File: src/rtl/fan_bridge_pkg.sv
package fan_bridge_pkg;

  typedef enum logic [1:0] {
    MODE_DRIVE = 2'd0,
    MODE_FREE  = 2'd1,
    MODE_BREAK = 2'd2,
    MODE_LOCK  = 2'd3
  } bridge_mode_e;

  typedef struct packed {
    logic hs_a;
    logic ls_a;
    logic hs_b;
    logic ls_b;
  } gate_set_t;

  localparam gate_set_t GATES_OFF = '{hs_a: 1'b0, ls_a: 1'b0, hs_b: 1'b0, ls_b: 1'b0};

endpackage

File: src/rtl/fanbr_rst_sync.sv
module fanbr_rst_sync (
  input  logic clk,
  input  logic rst_n,
  output logic rst_sync_n
);

  logic meta_q;
  logic sync_q;

  always_ff @(posedge clk or negedge rst_n) begin
    if (!rst_n) begin
      meta_q <= 1'b0;
      sync_q <= 1'b0;
    end else begin
      meta_q <= 1'b1;
      sync_q <= meta_q;
    end
  end

  assign rst_sync_n = sync_q;

endmodule

File: src/rtl/fanbr_input_stage.sv
module fanbr_input_stage #(
  parameter int DEAD_CYC = 4
) (
  input  logic clk,
  input  logic rst_n,
  input  logic hall_pol,
  input  logic pwm_on,
  input  logic lock_prot,
  output logic pol_q,
  output logic pwm_q,
  output logic lock_q,
  output logic brk_active
);

  localparam int CW = (DEAD_CYC < 1) ? 1 : $clog2(DEAD_CYC + 1);
  localparam logic [CW-1:0] LOAD_VAL = CW'(DEAD_CYC);

  logic [CW-1:0] cnt_q;
  logic [CW-1:0] cnt_d;
  logic          pol_flip;
  logic          cnt_en;

  always_comb begin
    pol_flip = (hall_pol != pol_q);
    cnt_en   = pol_flip || (cnt_q != '0);
    cnt_d    = cnt_q;
    if (pol_flip) begin
      cnt_d = LOAD_VAL;
    end else if (cnt_q != '0) begin
      cnt_d = cnt_q - 1'b1;
    end
  end

  always_ff @(posedge clk or negedge rst_n) begin
    if (!rst_n) begin
      pol_q  <= 1'b0;
      pwm_q  <= 1'b0;
      lock_q <= 1'b0;
    end else begin
      pol_q  <= hall_pol;
      pwm_q  <= pwm_on;
      lock_q <= lock_prot;
    end
  end

  always_ff @(posedge clk or negedge rst_n) begin
    if (!rst_n) begin
      cnt_q <= '0;
    end else if (cnt_en) begin
      cnt_q <= cnt_d;
    end
  end

  assign brk_active = (cnt_q != '0);

  // the break counter stays within its programmed length
  assert_brk_bound_R6: assert property (@(posedge clk) disable iff (!rst_n)
    cnt_q <= LOAD_VAL);

  // a polarity flip always arms the break for the next cycle
  assert_brk_arm_R6: assert property (@(posedge clk) disable iff (!rst_n)
    (hall_pol != pol_q) |=> brk_active);

endmodule

File: src/rtl/fanbr_mode_decode.sv
module fanbr_mode_decode
  import fan_bridge_pkg::*;
(
  input  logic         pol_q,
  input  logic         pwm_q,
  input  logic         lock_q,
  input  logic         brk_active,
  output bridge_mode_e mode,
  output gate_set_t    gates_d,
  output logic         rot_n_d
);

  always_comb begin
    if (lock_q) begin
      mode = MODE_LOCK;
    end else if (brk_active) begin
      mode = MODE_BREAK;
    end else if (!pwm_q) begin
      mode = MODE_FREE;
    end else begin
      mode = MODE_DRIVE;
    end
  end

  always_comb begin
    gates_d = GATES_OFF;
    unique case (mode)
      MODE_LOCK: begin
        gates_d.ls_a = !pol_q;
        gates_d.ls_b = pol_q;
      end
      MODE_BREAK, MODE_FREE: begin
        gates_d.ls_a = 1'b1;
        gates_d.ls_b = 1'b1;
      end
      MODE_DRIVE: begin
        gates_d.hs_a = pol_q;
        gates_d.ls_b = pol_q;
        gates_d.hs_b = !pol_q;
        gates_d.ls_a = !pol_q;
      end
      default: gates_d = GATES_OFF;
    endcase
  end

  assign rot_n_d = pol_q;

endmodule

File: src/rtl/fanbr_gate_reg.sv
module fanbr_gate_reg
  import fan_bridge_pkg::*;
(
  input  logic      clk,
  input  logic      rst_n,
  input  gate_set_t gates_d,
  input  logic      rot_n_d,
  output gate_set_t gates_q,
  output logic      rot_n_q
);

  always_ff @(posedge clk or negedge rst_n) begin
    if (!rst_n) begin
      gates_q <= GATES_OFF;
      rot_n_q <= 1'b1;
    end else begin
      gates_q <= gates_d;
      rot_n_q <= rot_n_d;
    end
  end

  // no leg has both switches closed
  assert_no_shoot_R7: assert property (@(posedge clk) disable iff (!rst_n)
    !(gates_q.hs_a && gates_q.ls_a) && !(gates_q.hs_b && gates_q.ls_b));

  // at most one high side is closed
  assert_hs_onehot_R7: assert property (@(posedge clk) disable iff (!rst_n)
    $onehot0({gates_q.hs_a, gates_q.hs_b}));

endmodule

File: src/rtl/fan_bridge_commutator.sv
module fan_bridge_commutator
  import fan_bridge_pkg::*;
#(
  parameter int DEAD_CYC = 4
) (
  input  logic clk,
  input  logic rst_n,
  input  logic hall_pol,
  input  logic pwm_on,
  input  logic lock_prot,
  output logic hs_a,
  output logic ls_a,
  output logic hs_b,
  output logic ls_b,
  output logic rot_en_n
);

  logic         rst_sync_n;
  logic         pol_q;
  logic         pwm_q;
  logic         lock_q;
  logic         brk_active;
  bridge_mode_e mode;
  gate_set_t    gates_d;
  gate_set_t    gates_q;
  logic         rot_n_d;

  fanbr_rst_sync u_rst_sync (
    .clk        (clk),
    .rst_n      (rst_n),
    .rst_sync_n (rst_sync_n)
  );

  fanbr_input_stage #(.DEAD_CYC(DEAD_CYC)) u_input (
    .clk        (clk),
    .rst_n      (rst_sync_n),
    .hall_pol   (hall_pol),
    .pwm_on     (pwm_on),
    .lock_prot  (lock_prot),
    .pol_q      (pol_q),
    .pwm_q      (pwm_q),
    .lock_q     (lock_q),
    .brk_active (brk_active)
  );

  fanbr_mode_decode u_decode (
    .pol_q      (pol_q),
    .pwm_q      (pwm_q),
    .lock_q     (lock_q),
    .brk_active (brk_active),
    .mode       (mode),
    .gates_d    (gates_d),
    .rot_n_d    (rot_n_d)
  );

  fanbr_gate_reg u_gates (
    .clk     (clk),
    .rst_n   (rst_sync_n),
    .gates_d (gates_d),
    .rot_n_d (rot_n_d),
    .gates_q (gates_q),
    .rot_n_q (rot_en_n)
  );

  assign hs_a = gates_q.hs_a;
  assign ls_a = gates_q.ls_a;
  assign hs_b = gates_q.hs_b;
  assign ls_b = gates_q.ls_b;

  // lock opens both high sides one cycle later
  assert_lock_hs_off_R4: assert property (@(posedge clk) disable iff (!rst_sync_n)
    lock_q |=> (!hs_a && !hs_b));

  // freewheel closes both low sides and opens both high sides
  assert_free_R3: assert property (@(posedge clk) disable iff (!rst_sync_n)
    (!pwm_q && !lock_q) |=> (!hs_a && !hs_b && ls_a && ls_b));

  // a registered polarity change is followed by open high sides
  assert_break_hs_off_R6: assert property (@(posedge clk) disable iff (!rst_sync_n)
    (pol_q != $past(pol_q)) |=> (!hs_a && !hs_b));

  // settled drive with polarity 1 pushes current from A to B
  assert_drive_ab_R1: assert property (@(posedge clk) disable iff (!rst_sync_n)
    (pwm_q && !lock_q && !brk_active && pol_q) |=> (hs_a && ls_b && !hs_b && !ls_a));

  // settled drive with polarity 0 pushes current from B to A
  assert_drive_ba_R2: assert property (@(posedge clk) disable iff (!rst_sync_n)
    (pwm_q && !lock_q && !brk_active && !pol_q) |=> (hs_b && ls_a && !hs_a && !ls_b));

  // rotation output follows the registered polarity only
  assert_rot_R5: assert property (@(posedge clk) disable iff (!rst_sync_n)
    1'b1 |=> (rot_en_n == $past(pol_q)));

endmodule

File: config.mk
export PLATFORM = sky130hd
export DESIGN_NAME = fan_bridge_commutator
export DESIGN_NICKNAME = d
export VERILOG_FILES = /design/src/rtl/fan_bridge_pkg.sv /design/src/rtl/fanbr_rst_sync.sv /design/src/rtl/fanbr_input_stage.sv /design/src/rtl/fanbr_mode_decode.sv /design/src/rtl/fanbr_gate_reg.sv /design/src/rtl/fan_bridge_commutator.sv
export SDC_FILE = /design/constraint.sdc
export NUM_CORES = 1
export LEC_CHECK = 0
export BUFFER_PORTS_ARGS = -buffer_cell sky130_fd_sc_hd__clkbuf_2
export CAP_MARGIN = 20
export CORE_AREA = 2 2 39 41
export CTS_CLUSTER_DIAMETER = 120
export DETAILED_ROUTE_END_ITERATION = 8
export DIE_AREA = 0 0 41 43
export PLACE_DENSITY = 0.67
export SYNTH_ARGS = -nofsm -noshare
export SYNTH_HDL_FRONTEND = slang
export SYNTH_HIERARCHICAL = 1
export SYNTH_SLANG_ARGS = --single-unit
File: constraint.sdc
create_clock -name clk -period 1.3 [get_ports clk]
set_clock_uncertainty 0.1 [all_clocks]
set_input_delay 0 -clock clk [delete_from_list [all_inputs] [get_ports clk]]
set_output_delay 0 -clock clk [all_outputs]
set_load 0.02 [all_outputs]
# Word-level counts from Yosys, hierarchy flattened
# Index checks and enable logic that the tools add are counted.
totals:
  regBits: 13
  in_bits: 5
  out_inout_bits: 5
  elab_cells: 33
op_classes:
  addsub: 1
  eq_ne: 4
  mux: 9
  reduce_logical: 8
op_table:
  columns: ["cell", "count"]
  rows:
  - ["$mux 3", 2]
  - ["$eq 2x2->1 const B", 2]
  - ["$mux 2", 2]
  - ["$pmux 1 s2", 2]
  - ["$reduce_or 2->1", 2]
  - ["$mux 1", 3]
  - ["$reduce_bool 3->1", 1]
  - ["$sub 3x1->3 const B", 1]
  - ["$eq 2x1->1 const B", 1]
  - ["$logic_not 2->1", 1]
  - ["$reduce_and 2->1", 1]
  - ["$reduce_bool 2->1", 1]
  - ["$logic_not 1->1", 1]
  - ["$logic_or 1x1->1", 1]
  - ["$ne 1x1->1", 1]

# Longest topological paths before layout
# Gate-level depths: netlist of the first run.
depth:
  depth_word: 6
  depth_mapped: 6
  mapped_depth_nobuf: 6

# By module
# Netlist of the first run, hierarchy kept.
by_module_without_submodules:
  columns: ["module", "instances", "cells_per_inst", "area_per_inst_um2", "seq_area_each_um2"]
  rows:
  - ["fanbr_input_stage", 1, 20, 251.5, 150.1]
  - ["fanbr_gate_reg", 1, 5, 126.4, 126.4]
  - ["fanbr_mode_decode", 1, 10, 72.6, 0.0]
  - ["fanbr_rst_sync", 1, 3, 53.8, 50.0]

# Worst setup path after synthesis of the first run
# No wires, ideal clock.
synth_timing:
  path_kind: "register -> register"
  start: "register u_input.cnt_q[0]"
  end: "register, netlist name u_gates/gates_q[0]"
  setup_time_ps: 124
  t_arrival_ps: 1408
  required_time_ps: 1076
  slack_ps: -333
  stages_incl_launch_ff: 7
  n_path_buf: 0
  period_less_slack_ps: 1633
  path_cell_list: "dfrtp_1 > inv_1 > ha_1 > nand2b_4 > o21ba_2 > ha_1 > or2_1"
synth_rtl:
  columns: ["element", "line_no", "source"]
  rows:
  - ["start: declaration", "fanbr_input_stage.sv:18", "logic [CW-1:0] cnt_q;"]
  - ["start signal: assignment", "fanbr_input_stage.sv:50", "cnt_q <= cnt_d;"]

==> results of run 1 <==
-- metal layers --
layer | GRT usage, % | part of all wire (%) | vias up
met3 | 7.853 | 3.6 | 0
met5 | 0 | 0 | -
met4 | 6.000 | 0 | 0
li1 | - | - | 156
met1 | 12.75 | 42 | 146
met2 | 18.13 | 54 | 5
-- metrics by stage --
| stage | power, mW | setup slack, ps | util (%) | hold slack [ps] | instances |
|---|---|---|---|---|---|
| after global routing | 1.379 | -221.7 | 51.99 | 135.0 | 75 |
| after global placement | 0.9666 | -170.1 | 44.76 | -315.0 | 65 |
| final | 1.291 | -183.4 | 51.99 | 87.45 | 75 |
| after detailed placement | 0.9908 | -184.5 | 44.76 | -311.0 | 65 |
| after floorplan | 0.8297 | -167.7 | - | -395.6 | 36 |
| after CTS | 1.284 | -193.8 | 51.45 | 98.32 | 75 |
-- worst register-to-register path, stage by stage (launching register included) --
cell and delay [ps]:
sky130_fd_sc_hd__dfrtp_1 390, sky130_fd_sc_hd__inv_2 80, sky130_fd_sc_hd__ha_4 150, sky130_fd_sc_hd__nand2b_4 60, sky130_fd_sc_hd__o21ba_4 200, sky130_fd_sc_hd__ha_4 200, sky130_fd_sc_hd__or2_1 190
-- sequential cells by signal (all words and copies together) (netlist names) --
name / flops
u_rst_sync/meta_q: 1
u_gates/rot_n_q: 1
u_gates/gates_q: 4
u_input/pol_q: 1
u_input/pwm_q: 1
u_input/cnt_q: 3
u_rst_sync/rst_sync_n: 1
u_input/lock_q: 1
-- worst paths after layout --
path	from	end	slack [ps]	cells after the start
max in group asynchronous	rst_n	u_rst_sync/meta_q$_DFF_PN0_	510	3
hold reg to reg	u_rst_sync/rst_sync_n$_DFF_PN0_	u_input/cnt_q[1]$_DFFE_PN0P_	90	0
hold / removal	u_rst_sync/rst_sync_n$_DFF_PN0_	u_input/cnt_q[1]$_DFFE_PN0P_	90	0
min in group clk	pwm_on	u_input/pwm_q$_DFF_PN0_	260	2
setup / recovery	u_input/cnt_q[1]$_DFFE_PN0P_	u_gates/gates_q[0]$_DFF_PN0_	-180	6
setup reg to reg	u_input/cnt_q[1]$_DFFE_PN0P_	u_gates/gates_q[0]$_DFF_PN0_	-180	6
-- power by group through the flow --
stage	combinational, mW	sequential, mW	clock, mW
4_1_cts	0.501	0.523	0.260
2_1_floorplan	0.282	0.547	0
6_report	0.519	0.521	0.251
5_1_grt	0.563	0.529	0.287
3_5_place_dp	0.464	0.527	0
3_3_place_gp	0.441	0.526	0
-- repair_timing --
item                                   CTS  global route
setup endpoints to repair                4             5
endpoints found under the hold margin    6             0
resized for setup                        1             1
hold buffers                             5             0
buffers inserted                         1             0
-- cell type report --
type / count / share of cell area [%]
Multi-Input combinational cell: 19 / 26.96
Clock inverter: 1 / 0.6957
Tap cell: 16 / 2.783
Clock buffer: 3 / 3.130
Sequential cell: 13 / 45.39
Inverter: 3 / 1.565
Timing Repair Buffer: 20 / 19.48
==> results summary, run 1 <==
The net switching share of the total power came out at 31.37%. The total net switching power came out at approximately 400 uW. The total via count in the routed design is between 300 and 400. The die is 43 um tall. The top cell types in the final layout, fill and taps aside, are sky130_fd_sc_hd__dfrtp_1 (12), sky130_fd_sc_hd__clkbuf_2 (9), sky130_fd_sc_hd__buf_4 (6). The minimum clock period is 1483 ps. Entering global routing, the biggest net connects 12 pins.

The timing-limited maximum frequency is 0.6741 GHz. Setup repair after global routing could not meet its margin everywhere. For this block, the routed nets add up to 862 um of wire. The number of buffers added by the clock tree synthesis step came out at 3. The arrival time of the worst setup path is 1550 ps. The register area is 326.6 sq um. The final weighted congestion of routability-driven global placement came out at 0.6851. Internal power comes to between 800 and 900 uW. The DRC violation count after routing came out at 0. Clock-pin slew was measured on the worst setup and hold paths at 80 ps. The via count of the first global-routing pass is 305.

The post-synthesis net count came out at between 40 and 50. In this run the worst path has a maximum fanout of 3. The residual overflow from global routing came out at 0.

The initial standard-cell utilization of the core came out at 35.44%. The power density relative to cell area is around 1800 nW/um^2. The estimated wirelength of the detail-placed design is 570.3 um. The worst hold path class is reg -> async. The run finished, with violations left.

The cell seen most often among critical-path stages is sky130_fd_sc_hd__ha_4. The kind of cell adding the most delay to the critical path is flip-flops. The maximum level of the CTS H-tree came out at 1. The cell sitting at the root of the clock tree is a sky130_fd_sc_hd__clkbuf_4.

Summing all placed instances gives a cell area of 619.3 sq um. The number of primary I/O pins is 10. The clock sink count is 13. In this run, flip-flops and latches consume 40.4% of the power.

The average cell area after synthesis came out at 13.62 sq um. The cell area after technology mapping came out at 490.5 sq um. The largest individual stage delay along the critical path comes from the cell sky130_fd_sc_hd__dfrtp_1. The count of maximum capacitance violations came out at 0.

The clock network accounts for about 19% of the total power. The number of antenna violations at the first check in global routing is 0. The overall die width is a little over 40 um. The first TritonRoute pass finished after 2 iterations. The buffers plus inverters on the worst setup path came out at 1. The highest ir drop seen on vdd came out at 0.0009630 V. The post-route fraction of the period consumed by the critical path is 114.1%.

The clock latency of the later-clocked register in the worst-skew pair came out at 270 ps. Summing all multi-input logic gate instances after layout gives 193.9 sq um. The first global-routing pass estimated 1304 um of wire. The number of antenna repair diodes came out at 0.

The library cell used most frequently in the layout, excluding fill and tap cells, is sky130_fd_sc_hd__dfrtp_1. The worst setup path is captured at a flip-flop. The average via count per standard cell came out at 4.093. The number of nets in the layout is 68. The post-route cell area came out at between 700 and 800 sq um. Dividing the detail-routed wire length by the instance count gives 11.49 um.

The core region is around 1400 sq um. The worst setup path is of the reg -> reg kind. The power share of the combinational group came out at 40.2%.

The number of hold violations in the final report was 0. The final count of pins violating max slew was 0. The setup TNS is -397.5 ps. The die area is 1763 sq um.

The site row count is 14. The maximum clock insertion buffer count is 2. TritonCTS built the clock tree.

The number of filler cells placed in the layout is 128. The share of layout cells above drive strength 1 is roughly half. The final worst setup slack came out at -183.4 ps. The endpoint required time on the critical path came out at 1370 ps. The detailed router's first-iteration violation count is 2. The startpoint class of the critical path is a flip-flop. The growth of design area from synthesis to finish came out at 46.68%. The static leakage is 0.3489 nW. The largest incremental delay on the critical path came out at 390 ps. The synthesized instance count came out at 36. The number of antenna-violating nets in the routed design is 0.

The aggregate global-route resource usage came out at roughly an eighth. Traced cell by cell, the critical path runs through inv_2, ha_4, nand2b_4, o21ba_4, ha_4, or2_1. Yosys printed 6 warnings. The port buffer count is 9. The final reports fail on setup timing. The total setup violations reported at the end of the flow is 4.
No activity file was read; power rests on OpenSTA's default activity.
==> run 2: changes to the inputs <==
Settings changed: SETUP_SLACK_MARGIN set to 0.2.
==> run 2 against run 1 <==
  * The run still ends with setup timing left
  * Power increased by 7.1%
  * Clock power about the same
  * Cell area increased by 4.5%
  * Flip-flop and latch count unchanged
  * Sequential share of layout area decreased by 2.0 points
  * Hold slack got worse by 3.3 ps
  * Non-clock buffer count unchanged
  * Worst setup slack about the same
  * First-iteration DRC count unchanged
  * Combinational power increased by 18%
  * Cell count unchanged
  * Via count increased by 0.33%
==> results summary, run 2 (same netlist as run 1, synthesis figures left out) <==
Run status: finished, violations left (unchanged). Violations in the final reports: setup timing (unchanged). The count of maximum capacitance violations came out at 0 (unchanged). The net switching share of the total power came out at 32.94% (was 31.37%). The average via count per standard cell came out at 4.107 (was 4.093). The clock root buffer is sky130_fd_sc_hd__clkbuf_4 (unchanged). The DRC violation count after routing is 0 (unchanged).

The arrival time of the worst setup path came to 1560 ps (was 1550 ps). The minimum hold slack came to 84.11 ps (was 87.45 ps). The final count of pins violating max slew came out at 0 (unchanged). The class of the most critical setup path is reg -> reg (unchanged). The growth of design area from synthesis to finish came to 53.32% (was 46.68%).

The first-pass iteration count of the detailed router came out at 2 (unchanged). The post-route cell area is 752.0 sq um (was 719.4 sq um). The power density relative to cell area came out at 1839 nW/um^2 (was 1794 nW/um^2). The final routed wirelength across all metal layers was 894 um (was 862 um).

The power share of the combinational group was 44.3% (was 40.2%). The minimum clock period came out at 1484 ps (was 1483 ps). The detailed router's first-iteration violation count was 2 (unchanged). The number of primary I/O pins is 10 (unchanged). The static leakage is 0.3526 nW (was 0.3489 nW). The total net switching power is 455.5 uW (was 404.9 uW). The clock sink count came out at 13 (unchanged).

The top register by number of flip-flops is u_gates/gates_q (unchanged). The total via count in the routed design came to 308 (was 307). The flip-flop count of the largest register, all copies and words added came out at 4 (unchanged). The maximum clock insertion buffer count is 2 (unchanged). The number of nets in the layout came to 68 (unchanged). The internal power is 927.2 uW (was 885.8 uW). The estimated wirelength of the detail-placed design was 570.3 um (unchanged). The total setup violations reported at the end of the flow is 4 (unchanged). The origin of the worst setup path is u_input/cnt_q[1]$_DFFE_PN0P_ (unchanged). The maximum fanout along the worst path came out at 3 (unchanged).

The worst hold path class is reg -> async (unchanged). The port buffer count came out at 9 (unchanged). The standard cell area after detailed placement is 619.3 sq um (unchanged). The highest ir drop seen on vdd came to 0.0009740 V (was 0.0009630 V). The via count of the first global-routing pass was 325 (was 305). The launch point of the worst reg-to-reg path is u_input/cnt_q[1]$_DFFE_PN0P_ (unchanged). The final worst setup slack came out at -183.9 ps (was -183.4 ps).

The timing-limited maximum frequency was 0.6739 GHz (was 0.6741 GHz). The number of antenna violations at the first check in global routing is 0 (unchanged). The share of layout cells above drive strength 1 is 57.63% (was 50.85%). The post-route fraction of the period consumed by the critical path is 114.1% (about the same). The post-CTS clock slew at the launch and capture registers of the worst setup and hold paths is 80 ps (about the same). The residual overflow from global routing came out at 0 (unchanged). The first-pass GRT wire length came out at 1386 um (was 1304 um).

The number of hold violations in the final report came to 0 (unchanged). The post-detailed-route wirelength per cell is 11.92 um (was 11.49 um). The number of buffers added by the clock tree synthesis step came out at 3 (unchanged). The sum of internal, switching and leakage power is 1.383 mW (was 1.291 mW). The number of antenna-violating nets in the routed design is 0 (unchanged). The startpoint class of the critical path is a flip-flop (unchanged). The aggregate global-route resource usage came out at 12.93% (was 12.21%).

The share of power burned in registers is 37.7% (was 40.4%). The clock latency of the later-clocked register in the worst-skew pair came out at 280 ps (was 270 ps). The CTS tree is yes (unchanged). The number of antenna repair diodes came out at 0 (unchanged). The initial standard-cell utilization of the core is 35.44% (unchanged). Most frequent cells in the layout: sky130_fd_sc_hd__dfrtp_1 (12), sky130_fd_sc_hd__clkbuf_2 (8), sky130_fd_sc_hd__buf_4 (7) (was sky130_fd_sc_hd__dfrtp_1 (12), sky130_fd_sc_hd__clkbuf_2 (9), sky130_fd_sc_hd__buf_4 (6)). The clock share of power is 18.0% (was 19.4%). The endpoint kind of the worst setup timing path is a flip-flop (unchanged). The overall die width is 41 um (unchanged).

The site row count came out at 14 (unchanged). The area of the core came to 1384 sq um (unchanged). The largest net degree at the start of global routing is 12 (unchanged). The endpoint required time on the critical path is 1370 ps (about the same). The y dimension of the die is 43 um (unchanged). The commonest non-fill, non-tap cell in the layout was sky130_fd_sc_hd__dfrtp_1 (unchanged). The die area came out at 1763 sq um (unchanged). The final weighted congestion of routability-driven global placement is 0.6851 (unchanged). Unrepaired setup endpoints after global routing: true (unchanged). The maximum level of the CTS H-tree was 1 (unchanged).

Top flop regs: u_gates/gates_q (4), u_input/cnt_q (3) (unchanged). The post-layout utilization of the core is 54.34% (was 51.99%).
==> run 2: cell count changes in the layout (fill, tap and decap cells not counted), sizes merged <==
cell,delta
clkbuf,-1
buf,+1
==> run 2: timing repair <==
action,in CTS,in global routing
endpoints found under the setup margin,7,8
hold buffers,5,0
resized for setup,7,4
pin swaps,1,1
setup buffers,1,0
endpoints found under the hold margin,6,0
==> run 2: routing by layer <==
layer  track usage (%)  up-vias  wire (um)
li1                  -      155          -
met1             13.13      144        372
met2             20.00        7        473
met3             7.853        2         40
met4             6.000        0          8
met5                 0        -          0
==> run 2: cell type report <==
class	instances	area (sq um)
sequential	13	326.6
clock inverter	1	5.005
inverter	3	11.26
multi-input combinational	19	224.0
tap	16	20.02
fill	123	631.9
clock buffer	3	22.52
timing repair buffer	20	142.6
==> run 2: worst paths after layout <==
path / endpoint / slack [ps] / depth (start not counted)
worst max-delay path: u_gates/gates_q[0]$_DFF_PN0_ / -180 / 6
worst min-delay path: u_input/cnt_q[1]$_DFFE_PN0P_ / 80 / 0
worst max register to register: u_gates/gates_q[0]$_DFF_PN0_ / -180 / 6
worst min register to register: u_input/cnt_q[1]$_DFFE_PN0P_ / 80 / 0
max in group asynchronous: u_rst_sync/meta_q$_DFF_PN0_ / 510 / 3
min in group clk: u_input/pwm_q$_DFF_PN0_ / 260 / 2
==> run 2: power by group through the flow <==
stage / clock network (mW) / registers (mW) / logic [mW]
2_1_floorplan: 0 / 0.547 / 0.282
3_3_place_gp: 0 / 0.526 / 0.441
3_5_place_dp: 0 / 0.527 / 0.464
4_1_cts: 0.260 / 0.523 / 0.577
5_1_grt: 0.287 / 0.531 / 0.659
6_report: 0.249 / 0.522 / 0.612
==> run 2: stage by stage <==
| stage | TNS [ps] | cells | setup WS (ps) |
|---|---|---|---|
| global placement | -344.4 | 65 | -170.1 |
| CTS | -446.0 | 75 | -193.8 |
| global route | -543.4 | 75 | -221.7 |
| finish | -402.6 | 75 | -183.9 |
| detailed placement | -406.6 | 65 | -184.5 |
| floorplan | -331.8 | 36 | -167.7 |
==> run 2: worst max-delay path, stage by stage, from the launching register on <==
cell and delay [ps]:
sky130_fd_sc_hd__dfrtp_1 390, sky130_fd_sc_hd__inv_2 80, sky130_fd_sc_hd__ha_4 150, sky130_fd_sc_hd__nand2b_4 60
sky130_fd_sc_hd__o21ba_4 200, sky130_fd_sc_hd__ha_4 200, sky130_fd_sc_hd__or2_1 190
==> run 3: changes to the inputs <==
Settings changed: CELL_PAD_IN_SITES_DETAIL_PLACEMENT set to 0, CELL_PAD_IN_SITES_GLOBAL_PLACEMENT set to 2, CORE_AREA 2 2 39 41 to not set, CORE_ASPECT_RATIO set to 1.1, CORE_MARGIN set to 2, CORE_UTILIZATION set to 35, DIE_AREA 0 0 41 43 to not set, PLACE_DENSITY 0.67 to 0.85.
==> run 3 against run 2 <==
  * Flip-flop and latch count did not move
  * Routed wire length shrank 12%
  * Power grew 3.2%
  * Highest routed layer is now met3
  * Combinational power up 11%
  * Non-clock buffer count increased by 3
  * Hold slack got worse by 7.9 ps
  * Sequential share of layout area decreased by 0.43 points
  * The run still ends with setup timing left
  * First-iteration DRC count rose to 2.5 times the previous value
  * Cell count increased by 4.0%
  * Worst setup slack worse by 13 ps
  * Critical path depth unchanged
  * Die area is 2.6% lower
==> results summary, run 3 (same netlist as run 1, synthesis figures left out) <==
Run status: finished, violations left (unchanged). Violations in the final reports: setup timing (unchanged). The top register by number of flip-flops is u_gates/gates_q (unchanged). Unrepaired setup endpoints after global routing: true (unchanged). The timing-limited maximum frequency is 0.6679 GHz (was 0.6739 GHz).

The library cell contributing the largest single delay on the critical path is sky130_fd_sc_hd__dfrtp_1 (unchanged). The post-layout utilization of the core was 57.05% (was 54.34%). The growth of design area from synthesis to finish is 54.85% (was 53.32%).

The number of nets in the layout came out at 71 (was 68). The clock share of power is 16.4% (was 18.0%). The area of the core is 1331 sq um (was 1384 sq um).

The final worst setup slack is -197.2 ps (was -183.9 ps). The highest ir drop seen on vdd was 0.001106 V (was 0.0009740 V). The total setup violations reported at the end of the flow came out at 6 (was 4).

The final routed wirelength across all metal layers came out at 786 um (was 894 um). The worst hold path class is reg -> async (unchanged). The number of hold violations in the final report is 0 (unchanged).

The minimum clock period is 1497 ps (was 1484 ps). Most frequent cells in the layout: sky130_fd_sc_hd__dfrtp_1 (12), sky130_fd_sc_hd__clkbuf_2 (9), sky130_fd_sc_hd__buf_4 (7) (was sky130_fd_sc_hd__dfrtp_1 (12), sky130_fd_sc_hd__clkbuf_2 (8), sky130_fd_sc_hd__buf_4 (7)). The number of antenna violations at the first check in global routing is 0 (unchanged). The number of antenna repair diodes came to 0 (unchanged).

The port buffer count is 9 (unchanged). The internal power came out at 992.8 uW (was 927.2 uW). The standard cell area after detailed placement is 619.3 sq um (unchanged). The estimated wirelength of the detail-placed design came out at 597 um (was 570.3 um). The y dimension of the die is 43.26 um (was 43 um). The total net switching power came out at 433.9 uW (was 455.5 uW). The number of primary I/O pins was 10 (unchanged).

The arrival time of the worst setup path came to 1550 ps (was 1560 ps). The final instance count without filler cells came to 78 (was 75). The via count of the first global-routing pass came out at 364 (was 325).

The post-detailed-route wirelength per cell came to 10.08 um (was 11.92 um). The post-CTS clock slew at the launch and capture registers of the worst setup and hold paths is 70 ps (was 80 ps). The number of placed instances with taps included is 65 (unchanged). The class of the most critical setup path is reg -> reg (unchanged). The average via count per standard cell is 4.333 (was 4.107). The CTS tree is yes (unchanged). The kind of cell adding the most delay to the critical path is flip-flops (unchanged). The residual overflow from global routing came out at 0 (unchanged). The aggregate global-route resource usage came out at 13.72% (was 12.93%). The post-route cell area came out at 759.5 sq um (was 752.0 sq um). The overall die width is 39.69 um (was 41 um).

The detailed router's first-iteration violation count came out at 5 (was 2). The cell seen most often among critical-path stages is sky130_fd_sc_hd__ha_4 (unchanged). The flip-flop count of the largest register, all copies and words added came out at 4 (unchanged). The DRC violation count after routing is 0 (unchanged). The total via count in the routed design is 338 (was 308). The clock root buffer was sky130_fd_sc_hd__clkbuf_4 (unchanged). The maximum fanout along the worst path was 3 (unchanged). The first-pass GRT wire length came to 1490 um (was 1386 um). The startpoint class of the critical path is a flip-flop (unchanged). Top flop regs: u_gates/gates_q (4), u_input/cnt_q (3) (unchanged).

The post-route fraction of the period consumed by the critical path is 115.2% (was 114.1%). The clock latency of the later-clocked register in the worst-skew pair is 270 ps (was 280 ps). The first-pass iteration count of the detailed router was 4 (was 2). The largest net degree at the start of global routing came out at 12 (unchanged).

The clock sink count came out at 13 (unchanged). The final count of pins violating max slew is 0 (unchanged). List of cells traversed by the critical path: inv_2, ha_4, nand2b_4, o21ba_4, ha_4, or2_1 (unchanged). The site row count is 14 (unchanged).

The endpoint required time on the critical path is 1360 ps (was 1370 ps). The power share of the combinational group came out at 47.5% (was 44.3%). The share of layout cells above drive strength 1 came out at 54.84% (was 57.63%).

The minimum hold slack is 76.17 ps (was 84.11 ps). The sum of internal, switching and leakage power is 1.427 mW (was 1.383 mW). The largest incremental delay on the critical path was 390 ps (about the same). The count of maximum capacitance violations is 0 (unchanged). The maximum clock insertion buffer count was 2 (unchanged). The maximum level of the CTS H-tree was 1 (unchanged). The number of buffers added by the clock tree synthesis step came out at 3 (unchanged).

The die area is 1717 sq um (was 1763 sq um). The static leakage is 0.3625 nW (was 0.3526 nW). The number of antenna-violating nets in the routed design came to 0 (unchanged). The worst slack at placement is -194.6 ps (was -184.5 ps). The initial standard-cell utilization of the core is 36.84% (was 35.44%). The endpoint kind of the worst setup timing path is a flip-flop (unchanged).

The share of power burned in registers was 36.2% (was 37.7%). The commonest non-fill, non-tap cell in the layout was sky130_fd_sc_hd__dfrtp_1 (unchanged). The setup TNS is -538.9 ps (was -402.6 ps). The net switching share of the total power is 30.41% (was 32.94%). The final weighted congestion of routability-driven global placement is 0.6606 (was 0.6851). The power density relative to cell area is 1878 nW/um^2 (was 1839 nW/um^2). The buffers plus inverters on the worst setup path came out at 1 (unchanged).
run 3: final cells by class:
class / instances / area [sq um]
inverters: 3 / 11.26
flip-flops and latches: 13 / 326.6
well taps: 16 / 20.02
fillers: 118 / 571.8
multi-input cells: 19 / 205.2
clock buffers: 4 / 26.28
repair buffers: 23 / 170.2
run 3: path summary, 6_finish.rpt:
path                                                        end  cells past startpoint                       startpoint  slack, ps
worst max register to register     u_gates/gates_q[0]$_DFF_PN0_                      6     u_input/cnt_q[1]$_DFFE_PN0P_       -200
max in group asynchronous           u_rst_sync/meta_q$_DFF_PN0_                      3                            rst_n        500
worst min register to register          u_input/pwm_q$_DFF_PN0_                      0  u_rst_sync/rst_sync_n$_DFF_PN0_         80
min in group clk                u_rst_sync/rst_sync_n$_DFF_PN0_                      0      u_rst_sync/meta_q$_DFF_PN0_        270
worst max-delay path               u_gates/gates_q[0]$_DFF_PN0_                      6     u_input/cnt_q[1]$_DFFE_PN0P_       -200
worst min-delay path                    u_input/pwm_q$_DFF_PN0_                      0  u_rst_sync/rst_sync_n$_DFF_PN0_         80
run 3: layer usage:
metal  vias to the layer above  global-route usage, %  share of wire, %
met5                         -                      0                 0
met4                         0                  10.34                 0
met3                         0                  4.712               4.6
met2                         8                  20.33                58
met1                       166                  15.52                38
li1                        164                      -                 -
run 3: power groups by stage:
| stage | clock (mW) | combinational (mW) | sequential, mW |
|---|---|---|---|
| 2_1_floorplan | 0 | 0.282 | 0.547 |
| 3_3_place_gp | 0 | 0.461 | 0.521 |
| 3_5_place_dp | 0 | 0.486 | 0.527 |
| 4_1_cts | 0.251 | 0.647 | 0.518 |
| 5_1_grt | 0.277 | 0.747 | 0.528 |
| 6_report | 0.234 | 0.677 | 0.516 |
run 3: repair_timing:
| action | 4_1_cts | 5_1_grt |
|---|---|---|
| setup endpoints to repair | 7 | 7 |
| hold endpoints to repair | 6 | 0 |
| pin swaps | 4 | 4 |
| gates resized for setup | 7 | 1 |
| hold buffers | 5 | 0 |
| setup buffers | 3 | 1 |
